===== src/rtl/osc_cal_pkg.sv =====
// Package: shared types for the pulse-timed period trimmer.
// Assumes: nothing beyond IEEE 1800-2017.
package osc_cal_pkg;
    typedef enum logic [1:0] {
        ST_IDLE    = 2'd0,
        ST_ARMED   = 2'd1,
        ST_MEASURE = 2'd2
    } cal_state_t;
endpackage


===== src/rtl/cs_sync_edge.sv =====
// Module: brings the asynchronous chip-select into the clk domain and
// flags its high-to-low transitions.
// Assumes: cs_n idles high; reset value of every stage is 1.
module cs_sync_edge #(
    parameter int STAGES = 2
) (
    input  logic clk,
    input  logic rst_n,
    input  logic cs_n,
    output logic cs_low,
    output logic cs_fall
);
    logic [STAGES-1:0] sync_q;
    logic              prev_q;

    // Shift chip-select through the synchronizer chain.
    always_ff @(posedge clk) begin
        if (!rst_n) sync_q <= '1;
        else        sync_q <= {sync_q[STAGES-2:0], cs_n};
    end

    // Remember the previous synchronized level for edge detection.
    always_ff @(posedge clk) begin
        if (!rst_n) prev_q <= 1'b1;
        else        prev_q <= sync_q[STAGES-1];
    end

    // Decode the level and the falling edge.
    always_comb begin
        cs_low  = ~sync_q[STAGES-1];
        cs_fall = prev_q & ~sync_q[STAGES-1];
    end
endmodule


===== src/rtl/pulse_meter.sv =====
// Module: arm/measure state machine. It counts reference cycles of a
// chip-select low phase and reports an in-window result.
// Assumes: cs_low/cs_fall are synchronous to clk. The counter saturates
// at MAX_PULSE, and reaching it while still low rejects the pulse.
module pulse_meter
    import osc_cal_pkg::*;
#(
    parameter int MIN_PULSE = 704,
    parameter int MAX_PULSE = 1344,
    parameter int CNT_W     = $clog2(MAX_PULSE + 1)
) (
    input  logic             clk,
    input  logic             rst_n,
    input  logic             cmd,
    input  logic             cs_low,
    input  logic             cs_fall,
    output logic             done_ok,
    output logic [CNT_W-1:0] cnt,
    output cal_state_t       state
);
    localparam logic [CNT_W-1:0] MIN_C = CNT_W'(MIN_PULSE);
    localparam logic [CNT_W-1:0] MAX_C = CNT_W'(MAX_PULSE);

    cal_state_t       state_d;
    logic [CNT_W-1:0] cnt_d;
    logic             ok_d;

    // Next-state, counter and acceptance decision.
    always_comb begin
        state_d = state;
        cnt_d   = cnt;
        ok_d    = 1'b0;
        unique case (state)
            ST_IDLE: begin
                if (cmd) state_d = ST_ARMED;
            end
            ST_ARMED: begin
                if (cs_fall) begin
                    state_d = ST_MEASURE;
                    cnt_d   = CNT_W'(1);
                end
            end
            ST_MEASURE: begin
                if (cs_low) begin
                    if (cnt == MAX_C) state_d = ST_IDLE;
                    else              cnt_d   = cnt + CNT_W'(1);
                end else begin
                    state_d = ST_IDLE;
                    ok_d    = (cnt >= MIN_C);
                end
            end
            default: state_d = ST_IDLE;
        endcase
    end

    // Register state, counter and the one-cycle accept strobe.
    always_ff @(posedge clk) begin
        if (!rst_n) begin
            state   <= ST_IDLE;
            cnt     <= '0;
            done_ok <= 1'b0;
        end else begin
            state   <= state_d;
            cnt     <= cnt_d;
            done_ok <= ok_d;
        end
    end
endmodule


===== src/rtl/trim_reg.sv =====
// Module: holds the divider period and the calibrated flag. It loads the
// rounded quotient count/2^SHIFT on an accept strobe.
// Assumes: cnt is stable in the cycle done_ok is high.
module trim_reg #(
    parameter int CNT_W       = 11,
    parameter int DIV_W       = 8,
    parameter int SHIFT       = 7,
    parameter int DEF_PERIOD  = 8
) (
    input  logic             clk,
    input  logic             rst_n,
    input  logic             load,
    input  logic [CNT_W-1:0] cnt,
    output logic [DIV_W-1:0] period,
    output logic             calibrated
);
    localparam logic [CNT_W:0] HALF = (CNT_W+1)'(1 << (SHIFT - 1));

    logic [CNT_W:0]   sum;
    logic [DIV_W-1:0] rounded;

    // Round the pulse count to the nearest multiple of the ratio.
    always_comb begin
        sum     = {1'b0, cnt} + HALF;
        rounded = DIV_W'(sum >> SHIFT);
    end

    // Load on accept; otherwise hold the last value.
    always_ff @(posedge clk) begin
        if (!rst_n) begin
            period     <= DIV_W'(DEF_PERIOD);
            calibrated <= 1'b0;
        end else if (load) begin
            period     <= rounded;
            calibrated <= 1'b1;
        end
    end
endmodule


===== src/rtl/osc_trim_cal.sv =====
// Module: top of the pulse-timed period trimmer. Chains synchronizer,
// meter and trim register.
// Assumes: cal_cmd is a one-cycle strobe in the clk domain.
module osc_trim_cal
    import osc_cal_pkg::*;
#(
    parameter int DIV_W       = 8,
    parameter int SHIFT       = 7,
    parameter int DEF_PERIOD  = 8,
    parameter int MIN_PULSE   = 704,
    parameter int MAX_PULSE   = 1344,
    parameter int SYNC_STAGES = 2
) (
    input  logic             clk,
    input  logic             rst_n,
    input  logic             cal_cmd,
    input  logic             cs_n,
    output logic [DIV_W-1:0] div_period,
    output logic             calibrated
);
    localparam int CNT_W = $clog2(MAX_PULSE + 1);

    logic             cs_low;
    logic             cs_fall;
    logic             done_ok;
    logic [CNT_W-1:0] meas_cnt;
    cal_state_t       meas_state;

    cs_sync_edge #(.STAGES(SYNC_STAGES)) u_sync (
        .clk     (clk),
        .rst_n   (rst_n),
        .cs_n    (cs_n),
        .cs_low  (cs_low),
        .cs_fall (cs_fall)
    );

    pulse_meter #(
        .MIN_PULSE (MIN_PULSE),
        .MAX_PULSE (MAX_PULSE),
        .CNT_W     (CNT_W)
    ) u_meter (
        .clk     (clk),
        .rst_n   (rst_n),
        .cmd     (cal_cmd),
        .cs_low  (cs_low),
        .cs_fall (cs_fall),
        .done_ok (done_ok),
        .cnt     (meas_cnt),
        .state   (meas_state)
    );

    trim_reg #(
        .CNT_W      (CNT_W),
        .DIV_W      (DIV_W),
        .SHIFT      (SHIFT),
        .DEF_PERIOD (DEF_PERIOD)
    ) u_trim (
        .clk        (clk),
        .rst_n      (rst_n),
        .load       (done_ok),
        .cnt        (meas_cnt),
        .period     (div_period),
        .calibrated (calibrated)
    );
endmodule


===== config.mk =====
export PLATFORM = sky130hd
export DESIGN_NAME = osc_trim_cal
export DESIGN_NICKNAME = d
export VERILOG_FILES = /design/src/rtl/osc_cal_pkg.sv /design/src/rtl/cs_sync_edge.sv /design/src/rtl/pulse_meter.sv /design/src/rtl/trim_reg.sv /design/src/rtl/osc_trim_cal.sv
export SDC_FILE = /design/constraint.sdc
export NUM_CORES = 1
export LEC_CHECK = 0
export BUFFER_PORTS_ARGS = -buffer_cell sky130_fd_sc_hd__buf_2
export CAP_MARGIN = 10
export CELL_PAD_IN_SITES_DETAIL_PLACEMENT = 0
export CELL_PAD_IN_SITES_GLOBAL_PLACEMENT = 2
export CORE_MARGIN = 3
export CORE_UTILIZATION = 32
export DETAILED_ROUTE_END_ITERATION = 8
export PLACE_DENSITY_LB_ADDON = 0.1
export SLEW_MARGIN = 10
export SYNTH_ARGS = -nofsm -noshare
export SYNTH_HDL_FRONTEND = slang
export SYNTH_SLANG_ARGS = --single-unit

===== constraint.sdc =====
create_clock -name clk -period 1.84 [get_ports clk]
set_input_delay 0.368 -clock clk [delete_from_list [all_inputs] [get_ports clk]]
set_output_delay 0.368 -clock clk [all_outputs]
set_load 0.05 [all_outputs]

==> results.md <==
* Outcome: completed
* Die Wd at 67.5 um
* Syn Area/Cell at 9.23 um2
* Largest net degree at the start of global routing at 14
* Fillers at 360
* Clk_skew at 8.40 ps
* Hold Fails Final Rpt at 0
* Top post-synthesis cells by area: dfxtp_1 38%, ha_1 4.1%, o211ai_1 3.1%, nand2_1 2.8%, bufbuf_16 2.7%
* Crit path DAT at 1920 ps
* Hold depth at 2
* Worst setup EP type: register
* YS warnings at 0
* Crit path kind: reg2reg
* Library cells used by synthesis at 45
* ANT cells at 0
* Reg2Reg Depth at 6
* Fin nets at 157
* Hold Crit Class: in2reg
* Post-Layout Inst Area at 1380 um2
* Flops & latches, synth at 23
* Pre-CTS setup slack at 55.1 ps
* Leakage at 0.502 nW
* Setup violations, final at 0
* Root buffer cell: clkbuf_8
* Iteration-0 DRC Markers at 36
* Core Area at 3490 um2
* Worst skew pair latency at 270 ps
* Top-count cell post-synth: dfxtp_1
* Max Cap Viol at 0
* Period utilization at 0.955
* # IOs at 13
* Layout cells sized above 1 at 0.223
* DRC viols at 0
* Global placement routability congestion at 0.810
* Vias at 1048
* Highest Clock Rate at 0.569 GHz
* CP Max Fanout at 5
* GRT Total Usage at 0.147
* Synth area leader: dfxtp_1
* DRT Wirelength at 2.89 mm
* Post-CTS Setup Bufs at 0
* Die Area at 4550 um2
* Starting Density at 0.346
* CTS tree: done
* Top cells by count, synth: 23 x dfxtp_1, 9 x nand2_1, 6 x inv_1, 6 x nand3_1
* Remaining Overflow, GRT at 0
* Final Power at 0.000893 W
* Async S/R FF share, synth at 0
* H-Tree Depth at 1
* Global-route wire length before repair at 4.95 mm
* Drt wl/cell at 14.9 um
* Area share of the largest cell type after synthesis at 0.381
* Layout area overhead at 14.2%
* Synth Instances at 131
* Peak supply drop at 0.388 mV
* EDFF count, synth at 0
* Vias per cell at 5.40
* PortBufs at 9
* Dpl cell area at 1330 um2
* Clk pin slew, worst setup/hold paths at 80 ps
* CTS Hold Buffers Added at 0
* RSZ-0062 raised after global routing: yes
* Crit path time final at 1760 ps
* Worst setup SP type: register
* FP Rows at 21
* Drt pass-1 iters at 4
* Setup TNS at 0 ps
* Final hold slack at 289 ps
* DP Wirelength at 2.18 mm
* Die extent in y at 67.5 um
* Sequential area share after synthesis at 0.381
* Ys flop type: dfxtp_1
* Final WS setup at 82.3 ps
* Clk sinks at 23
* Max-slew violations at 0
* Critical path data required time at 2000 ps
* Power per standard cell area at 647 nW/um2
* Number of global-route vias before repair at 1026
* Num CTS Buffers at 3
* Antenna violations before repair at 0
* Netlist Area Pre-Place at 1210 um2
* Bufs on Longest Clock Path at 2
* Final ANT Viol Nets at 0
[stage by stage]
stage,utilization,cells
floorplan,-,133
global placement,0.381,190
detailed placement,0.381,190
CTS,0.394,194
global route,0.395,194
finish,0.395,194
[final timing paths]
| check | startpoint | to | slack (ps) |
|---|---|---|---|
| max reg2reg | u_meter.cnt[0] | u_meter.cnt[5] | 80 |
| min | cs_n | u_sync.sync_q[0] | 290 |
| max | u_meter.cnt[0] | u_meter.cnt[5] | 80 |
| min reg2reg | u_sync.sync_q[0] | u_sync.sync_q[1] | 410 |
[routing by layer]
layer,routed length (um),GRT usage,share of wire,vias to the layer above
met5,0,0,0,-
met2,1370,0.245,0.47,21
li1,-,-,-,522
met1,1330,0.179,0.46,498
met3,129,0.0416,0.045,7
met4,58,0.0582,0.020,0
[cell type report]
| type | count | area, um2 | area share |
|---|---|---|---|
| multi-input cells | 93 | 649 | 0.471 |
| flip-flops and latches | 23 | 462 | 0.335 |
| clock inverters | 1 | 5.00 | 0.00363 |
| clock buffers | 3 | 41.3 | 0.0299 |
| inverters | 6 | 22.5 | 0.0163 |
| repair buffers | 22 | 143 | 0.103 |
| well taps | 46 | 57.6 | 0.0417 |
[placed cells by master (no fill, tap or decap), types with 2 or more instances in the layout]
cell	count
a211oi_1	3
a21boi_0	2
a21o_1	2
a21oi_1	5
a31oi_1	2
a41oi_1	2
buf_2	9
buf_4	13
clkbuf_8	3
conb_1	3
dfxtp_1	22
ha_1	4
inv_1	5
nand2_1	9
nand2b_1	4
nand3_1	6
nand3b_1	2
nor2_1	5
nor3_1	2
nor4_1	2
o211ai_1	5
o21a_1	3
o21ai_0	3
o22ai_1	2
o311ai_0	3
o31ai_1	3
or3_1	2
xnor2_1	2
[critical path, cell delays in order (launching register included)]
cell     delay, ps
dfxtp_2        330
inv_2           50
ha_1           130
or4b_4         500
nor4_4         320
nor4_1         110
o221a_1        230
[registers in the layout (all words and copies together) (netlist names)]
signal and flops:
u_sync.sync_q 2, u_meter.cnt 11, u_meter.done_ok 1, u_sync.prev_q 1, u_trim.period 5, u_meter.state 2
u_trim.calibrated 1
[cell families after synthesis]
group / Yosys count / share of synthesized area
buffers and inverters: 17 / 0.0901
other: 1 / 0.00310
and+or+nand+nor: 43 / 0.214
xor gates and xnor gates: 3 / 0.0217
adders and majority gates: 4 / 0.0414
AOI/OAI and AO/OA: 40 / 0.248
DFF: 23 / 0.381
[power by group]
part	switching [W]	internal, W	total [W]	leakage (nW)
Sequential	0.00000672	0.000503	0.000509	0.187
Combinational	0.0000425	0.0000211	0.0000636	0.289
Clock	0.000169	0.000151	0.000320	0.0255
Total	0.000218	0.000675	0.000893	0.502
[repair_timing]
item,4_1_cts,5_1_grt
gates resized for setup,0,4
endpoints found under the setup margin,0,4
endpoints found under the hold margin,0,0
No activity file was read; power rests on OpenSTA's default activity.
